[src/rtl/skew_pkg.sv]
package skew_pkg;

  typedef enum logic [1:0] {
    LVL_LOW  = 2'b00,
    LVL_MID  = 2'b01,
    LVL_HIGH = 2'b10
  } lvl_e;

  typedef enum logic [1:0] {
    FN_SKEW = 2'd0,
    FN_DIV2 = 2'd1,
    FN_DIV4 = 2'd2,
    FN_INV  = 2'd3
  } fn_kind_e;

  typedef struct packed {
    fn_kind_e   kind;
    logic [3:0] ofs;   // two's complement time units
  } pair_cfg_t;

  // The spare encoding reads as the open (middle) level
  function automatic lvl_e lvl_norm(input logic [1:0] sym);
    return (sym == 2'b11) ? LVL_MID : lvl_e'(sym);
  endfunction

  function automatic pair_cfg_t decode_fn(input logic [1:0] s1_raw,
                                          input logic [1:0] s0_raw,
                                          input logic       coarse,
                                          input logic       hh_inv);
    pair_cfg_t r;
    int d1, d0, steps;
    d1    = int'(lvl_norm(s1_raw));
    d0    = int'(lvl_norm(s0_raw));
    steps = 3 * (d1 - 1) + (d0 - 1);
    r.kind = FN_SKEW;
    r.ofs  = 4'(steps);
    if (coarse) begin
      r.ofs = 4'(2 * steps);
      if (d1 == 0 && d0 == 0) begin
        r.kind = FN_DIV2;
        r.ofs  = '0;
      end else if (d1 == 2 && d0 == 2) begin
        r.kind = hh_inv ? FN_INV : FN_DIV4;
        r.ofs  = '0;
      end
    end
    return r;
  endfunction

endpackage

[src/rtl/skew_timebase.sv]
module skew_timebase
  import skew_pkg::*;
#(
  parameter int N_LOW  = 44,
  parameter int N_MID  = 26,
  parameter int N_HIGH = 16,
  parameter int SW     = 6
) (
  input  logic          clk,
  input  logic          rst,
  input  logic [1:0]    range_sel,
  output logic [SW-1:0] sub,
  output logic [1:0]    qtr,
  output logic [SW-1:0] n_cur,
  output logic          wrap
);

  logic [SW-1:0] n_pick;
  logic          last_sub;

  always_comb begin
    unique case (lvl_norm(range_sel))
      LVL_LOW:  n_pick = SW'(N_LOW);
      LVL_HIGH: n_pick = SW'(N_HIGH);
      default:  n_pick = SW'(N_MID);
    endcase
  end

  assign last_sub = (sub == n_cur - 1'b1);
  assign wrap     = last_sub && (qtr == 2'd3);

  always_ff @(posedge clk) begin
    if (rst) begin
      sub   <= '0;
      qtr   <= '0;
      n_cur <= n_pick;
    end else if (wrap) begin
      sub   <= '0;
      qtr   <= '0;
      n_cur <= n_pick;
    end else if (last_sub) begin
      sub   <= '0;
      qtr   <= qtr + 2'd1;
    end else begin
      sub   <= sub + 1'b1;
    end
  end

endmodule

[src/rtl/skew_ref_div.sv]
module skew_ref_div (
  input  logic       clk,
  input  logic       rst,
  input  logic       ref_in,
  output logic [1:0] div_nx
);

  logic       ref_d;
  logic [1:0] div_q;

  // Count reference rising edges; both bits fall together at 3 -> 0
  assign div_nx = div_q + {1'b0, ref_in & ~ref_d};

  always_ff @(posedge clk) begin
    if (rst) begin
      ref_d <= 1'b0;
      div_q <= '0;
    end else begin
      ref_d <= ref_in;
      div_q <= div_nx;
    end
  end

endmodule

[src/rtl/skew_pair_gen.sv]
module skew_pair_gen
  import skew_pkg::*;
#(
  parameter int SW     = 6,
  parameter bit COARSE = 1'b0,
  parameter bit HH_INV = 1'b0
) (
  input  logic          clk,
  input  logic          rst,
  input  logic          load,
  input  logic [1:0]    sel_hi,
  input  logic [1:0]    sel_lo,
  input  logic [SW-1:0] sub,
  input  logic [1:0]    qtr,
  input  logic [SW-1:0] n_cur,
  input  logic          test_on,
  input  logic          ref_in,
  input  logic [1:0]    div_nx,
  output logic          q0,
  output logic          q1,
  output fn_kind_e      cfg_kind,
  output logic [3:0]    cfg_ofs
);

  localparam int TW = SW + 2;

  pair_cfg_t            cfg;
  logic [SW-1:0]        half;
  logic signed [TW-1:0] t_raw, t_wrap, n_s;
  logic                 skew_hi, base_hi, nxt;

  always_ff @(posedge clk) begin
    if (load) cfg <= decode_fn(sel_hi, sel_lo, COARSE, HH_INV);
  end

  assign half    = n_cur >> 1;
  assign n_s     = $signed({2'b00, n_cur});
  assign t_raw   = $signed({2'b00, sub}) - $signed({{(TW-4){cfg.ofs[3]}}, cfg.ofs});
  assign base_hi = (sub < half);

  always_comb begin
    if (t_raw < 0)         t_wrap = t_raw + n_s;
    else if (t_raw >= n_s) t_wrap = t_raw - n_s;
    else                   t_wrap = t_raw;
  end

  assign skew_hi = (t_wrap < $signed({2'b00, half}));

  always_comb begin
    unique case (cfg.kind)
      FN_SKEW: nxt = test_on ? ref_in    : skew_hi;
      FN_INV:  nxt = test_on ? ~ref_in   : ~base_hi;
      FN_DIV2: nxt = test_on ? div_nx[0] : qtr[0];
      default: nxt = test_on ? div_nx[1] : ~qtr[1];
    endcase
  end

  always_ff @(posedge clk) begin
    if (rst) begin
      q0 <= 1'b0;
      q1 <= 1'b0;
    end else begin
      q0 <= nxt;
      q1 <= nxt;
    end
  end

  assign cfg_kind = cfg.kind;
  assign cfg_ofs  = cfg.ofs;

endmodule

[src/rtl/skew_phase_sel.sv]
module skew_phase_sel
  import skew_pkg::*;
#(
  parameter int N_LOW  = 44,
  parameter int N_MID  = 26,
  parameter int N_HIGH = 16,
  parameter int PAIRS  = 4
) (
  input  logic               clk,
  input  logic               rst,
  input  logic [1:0]         range_sel_i,
  input  logic [1:0]         test_sel_i,
  input  logic               ref_i,
  input  logic [4*PAIRS-1:0] fcode_i,
  output logic [PAIRS-1:0]   q0_o,
  output logic [PAIRS-1:0]   q1_o
);

  localparam int N_MAX01 = (N_LOW > N_MID) ? N_LOW : N_MID;
  localparam int N_MAX   = (N_MAX01 > N_HIGH) ? N_MAX01 : N_HIGH;
  localparam int SW      = $clog2(N_MAX + 1);

  logic [SW-1:0]               sub, n_cur;
  logic [1:0]                  qtr;
  logic                        wrap, load, test_on;
  logic [1:0]                  div_nx;
  fn_kind_e [PAIRS-1:0]        pair_kind;
  logic [PAIRS-1:0][3:0]       pair_ofs;

  assign load    = rst | wrap;
  assign test_on = (test_sel_i != 2'b00);

  skew_timebase #(
    .N_LOW(N_LOW), .N_MID(N_MID), .N_HIGH(N_HIGH), .SW(SW)
  ) u_tb (
    .clk(clk), .rst(rst), .range_sel(range_sel_i),
    .sub(sub), .qtr(qtr), .n_cur(n_cur), .wrap(wrap)
  );

  skew_ref_div u_rdiv (
    .clk(clk), .rst(rst), .ref_in(ref_i), .div_nx(div_nx)
  );

  for (genvar p = 0; p < PAIRS; p++) begin : g_pair
    localparam bit COARSE = (p >= 2);
    localparam bit HH_INV = (p >= 3);
    skew_pair_gen #(
      .SW(SW), .COARSE(COARSE), .HH_INV(HH_INV)
    ) u_pair (
      .clk(clk), .rst(rst), .load(load),
      .sel_hi(fcode_i[4*p+3 -: 2]), .sel_lo(fcode_i[4*p+1 -: 2]),
      .sub(sub), .qtr(qtr), .n_cur(n_cur),
      .test_on(test_on), .ref_in(ref_i), .div_nx(div_nx),
      .q0(q0_o[p]), .q1(q1_o[p]),
      .cfg_kind(pair_kind[p]), .cfg_ofs(pair_ofs[p])
    );
  end

endmodule

[config.mk]
export PLATFORM = sky130hd
export DESIGN_NAME = skew_phase_sel
export DESIGN_NICKNAME = d
export VERILOG_FILES = /design/src/rtl/skew_pkg.sv /design/src/rtl/skew_timebase.sv /design/src/rtl/skew_ref_div.sv /design/src/rtl/skew_pair_gen.sv /design/src/rtl/skew_phase_sel.sv
export SDC_FILE = /design/constraint.sdc
export NUM_CORES = 1
export LEC_CHECK = 0
export BUFFER_PORTS_ARGS = -buffer_cell sky130_fd_sc_hd__clkbuf_2
export CAP_MARGIN = 20
export CORE_MARGIN = 10
export CORE_UTILIZATION = 35
export CTS_CLUSTER_DIAMETER = 40
export DETAILED_ROUTE_END_ITERATION = 12
export GPL_TIMING_DRIVEN = 0
export SETUP_SLACK_MARGIN = 0.5
export SKIP_LAST_GASP = 1
export SLEW_MARGIN = 20
export SYNTH_ARGS = -nofsm -noshare
export SYNTH_HDL_FRONTEND = slang
export SYNTH_SLANG_ARGS = --single-unit
[constraint.sdc]
create_clock -name clk -period 7.97 [get_ports clk]
set_input_delay 1.594 -clock clk [delete_from_list [all_inputs] [get_ports clk]]
set_output_delay 1.594 -clock clk [all_outputs]
set_load 0.05 [all_outputs]
==> impl_metrics.yaml <==
global_routing:
  met3_usage_pct: 1.33
  grtUsageMet2_pct: 21.0
  grt_util_all_layers_pct: 12.0
  grt_max_degree: 30
  antenna_found_initial: 0
  use_met1_pct: 15.7
  grt_pass1_vias: 4712
  grt-busiest-layer: "met2"
  overflow: 0
  grt_pass1_wl_um: 22500
sta:
  fin_skew_ns: 0.00476
  hold_slack_ns: 0.526
  worst_slew_pin_slew_ns: 1.03
  drv_slew: 0
  finalHoldViolations: 0
  setup_violations: 0
  min_period_ns: 4.98
  min_period_over_period_pct: 62.5
  rsz0062_at_grt: "false"
  slew_headroom_pct: 31.2
  fmax_mhz: 201
  tns_ns: 0
clocking:
  cts_buffers: 5
  cts_setup_buffers: 0
  clk_latency_ns: 0.28
  cts_resized: 0
  htreeDepth: 2
  cts_tree: "done"
  clk_path_buf_depth: 2
  clkTransAtPathRegs_ns: 0.06
  clock-sinks: 37
  root_buffer: "clkbuf_16"
  hold_buffers: 0
routing:
  vias: 4809
  post-route-drc-count: 0
  drtIter0Drc: 296
  wl_per_cell_um: 14.3
  firstDrtPassIters: 5
  ant_nets: 0
  vias_per_cell: 5.20
  drt-total-wl_um: 13200
finish:
  fin_area_um2: 6340
  syn_to_final_growth_pct: 10.0
  drive_gt1_share_pct: 9.04
  fin_nets: 850
  finalCoreUtilization_pct: 39.6
  num_antenna_cells: 0
yosys:
  synth-edff-count: 22
  async_reset_ff_share_pct: 0
  synthTopCellsByArea: "ha_1 23%, edfxtp_1 11%, dfxtp_1 5.2%"
  seq_area_frac_synth_pct: 16.7
  syn_area_per_cell_um2: 8.56
  syn-cell-area_um2: 5760
  syn-instance-count: 673
  yosysUniqueCellTypes: 80
  synth-seq-cells: 37
  yosys_warnings: 0
  synth_commonest_cells: "106 x ha_1, 68 x inv_1, 61 x nor2_1"
  synthFlopType: "edfxtp_1"
  synth_nets: 816
  synth.most_common_cell: "ha_1"
  synth_top_area_share_pct: 23.0
  synth_top_area_cell: "ha_1"
floorplan:
  num_io_pins: 31
  die_w_um: 148
  start_util_pct: 36.0
  die-height_um: 148
  rows: 46
  design.core.area_um2: 16000
  die_area_um2: 22000
critical_path:
  crit_path_start: "u_tb.sub[2]"
  cp.arrival_ns: 5.19
  endpoint_kind: "register"
  cp_max_fo: 11
  critical_path_required_ns: 8.17
  cp-start-kind: "register"
  path_class: "reg2reg"
  r2r-start: "u_tb.sub[2]"
pwr:
  leakagePower_nw: 2.94
  vdd.ir_drop.worst_mv: 0.0789
  powerDensity_nw_per_um2: 192
  power_mw: 1.22
hold_path:
  hold_path.startpoint: "u_rdiv.div_q[1]"
  hp-class: "reg2reg"
job:
  max-cap-violations: 0
placement:
  portBuffers: 27
  gp_congestion: 0.850
  dp_hpwl_um: 10500
  postPlaceCellArea_um2: 6170
run_status:
  status: "finished clean"
per-stage QoR:
stage	instances	setup slack, ns
finish	924	2.99
floorplan	673	3.69
detailed placement	916	2.92
CTS	924	2.89
global route	924	2.51
global placement	916	2.58
cell usage in the layout (no fill, tap or decap), types with 6 or more instances in the layout:
cell type  count
o21a_1         9
fa_1          14
mux2i_1       12
nand3_1       13
a211oi_1       8
edfxtp_1      22
a21oi_1       36
nor2_1        61
o211ai_1       8
nor3b_1        7
inv_1         67
a31oi_1        6
nor3_1        15
buf_4          8
nand2b_1       9
xor2_1        21
nand2_1       38
dfxtp_1       15
a21o_1        15
o21ai_0       24
nor2b_1       18
clkbuf_2      27
xnor2_1       21
o21bai_1       9
ha_1         106
clkbuf_1       8
critical path, stage by stage, from the launching register on:
cell	delay [ns]
dfxtp_1	0.71
ha_1	0.33
nor2b_1	0.17
o31ai_4	0.23
a21boi_0	0.43
ha_1	0.37
a21oi_1	0.20
nor2_1	0.08
nor3_1	0.17
or3b_1	0.38
buf_6	0.15
nor2_1	0.24
mux2i_1	0.25
ha_1	0.25
a21o_1	0.15
a21o_1	0.18
a21o_1	0.18
a211oi_1	0.24
nand3_1	0.12
o221ai_2	0.07
layer usage:
layer  vias up  share of wire [%]
met3        12                2.8
li1       2504                  -
met4         0               0.96
met1      2216                 47
met2        77                 49
met5         -                  0
power by group:
group	leakage [nW]	switching [mW]	internal, mW
sequential	0.340	0.0182	0.223
clock	0.0841	0.0771	0.156
combinational	2.52	0.427	0.317
registers in the layout, indices dropped and copies added, names as in the netlist:
name,flops
g_pair.u_pair.cfg_ofs,14
u_tb.sub,6
g_pair.u_pair.cfg_kind,4
u_tb.n_cur,4
g_pair.u_pair.q0,3
u_rdiv.div_q,2
u_tb.qtr,2
g_pair.u_pair.q1,1
u_rdiv.ref_d,1
area by class of cell:
cell class	count	area [µm²]
Multi-Input combinational cell	551	4440
Clock inverter	1	30.0
Clock buffer	7	143
Tap cell	216	270
Buffer	17	103
Timing Repair Buffer	27	135
Sequential cell	37	961
Fill cell	1674	9660
Inverter	68	255
kinds of logic (layout without fill, tap and decap cells):
family / Yosys count / in the layout / share of synthesized area [%]
adders and majority gates: 120 / 120 / 27.9
DFF: 37 / 37 / 16.7
and+or+nand+nor: 193 / 193 / 16.8
muxes: 13 / 13 / 2.28
buffers and inverters: 85 / 120 / 6.21
AOI/OAI and AO/OA: 182 / 182 / 23.5
xor gates and xnor gates: 43 / 43 / 6.67
path summary, 6_finish.rpt:
check	end	slack [ns]	cells after the start
worst min-delay path	u_rdiv.div_q[1]	0.53	2
worst min register to register	u_rdiv.div_q[1]	0.53	2
worst max register to register	g_pair[3].u_pair.q1	2.99	19
worst max-delay path	g_pair[3].u_pair.q1	2.99	19
Note: power is estimated with default switching activity, not from simulation.
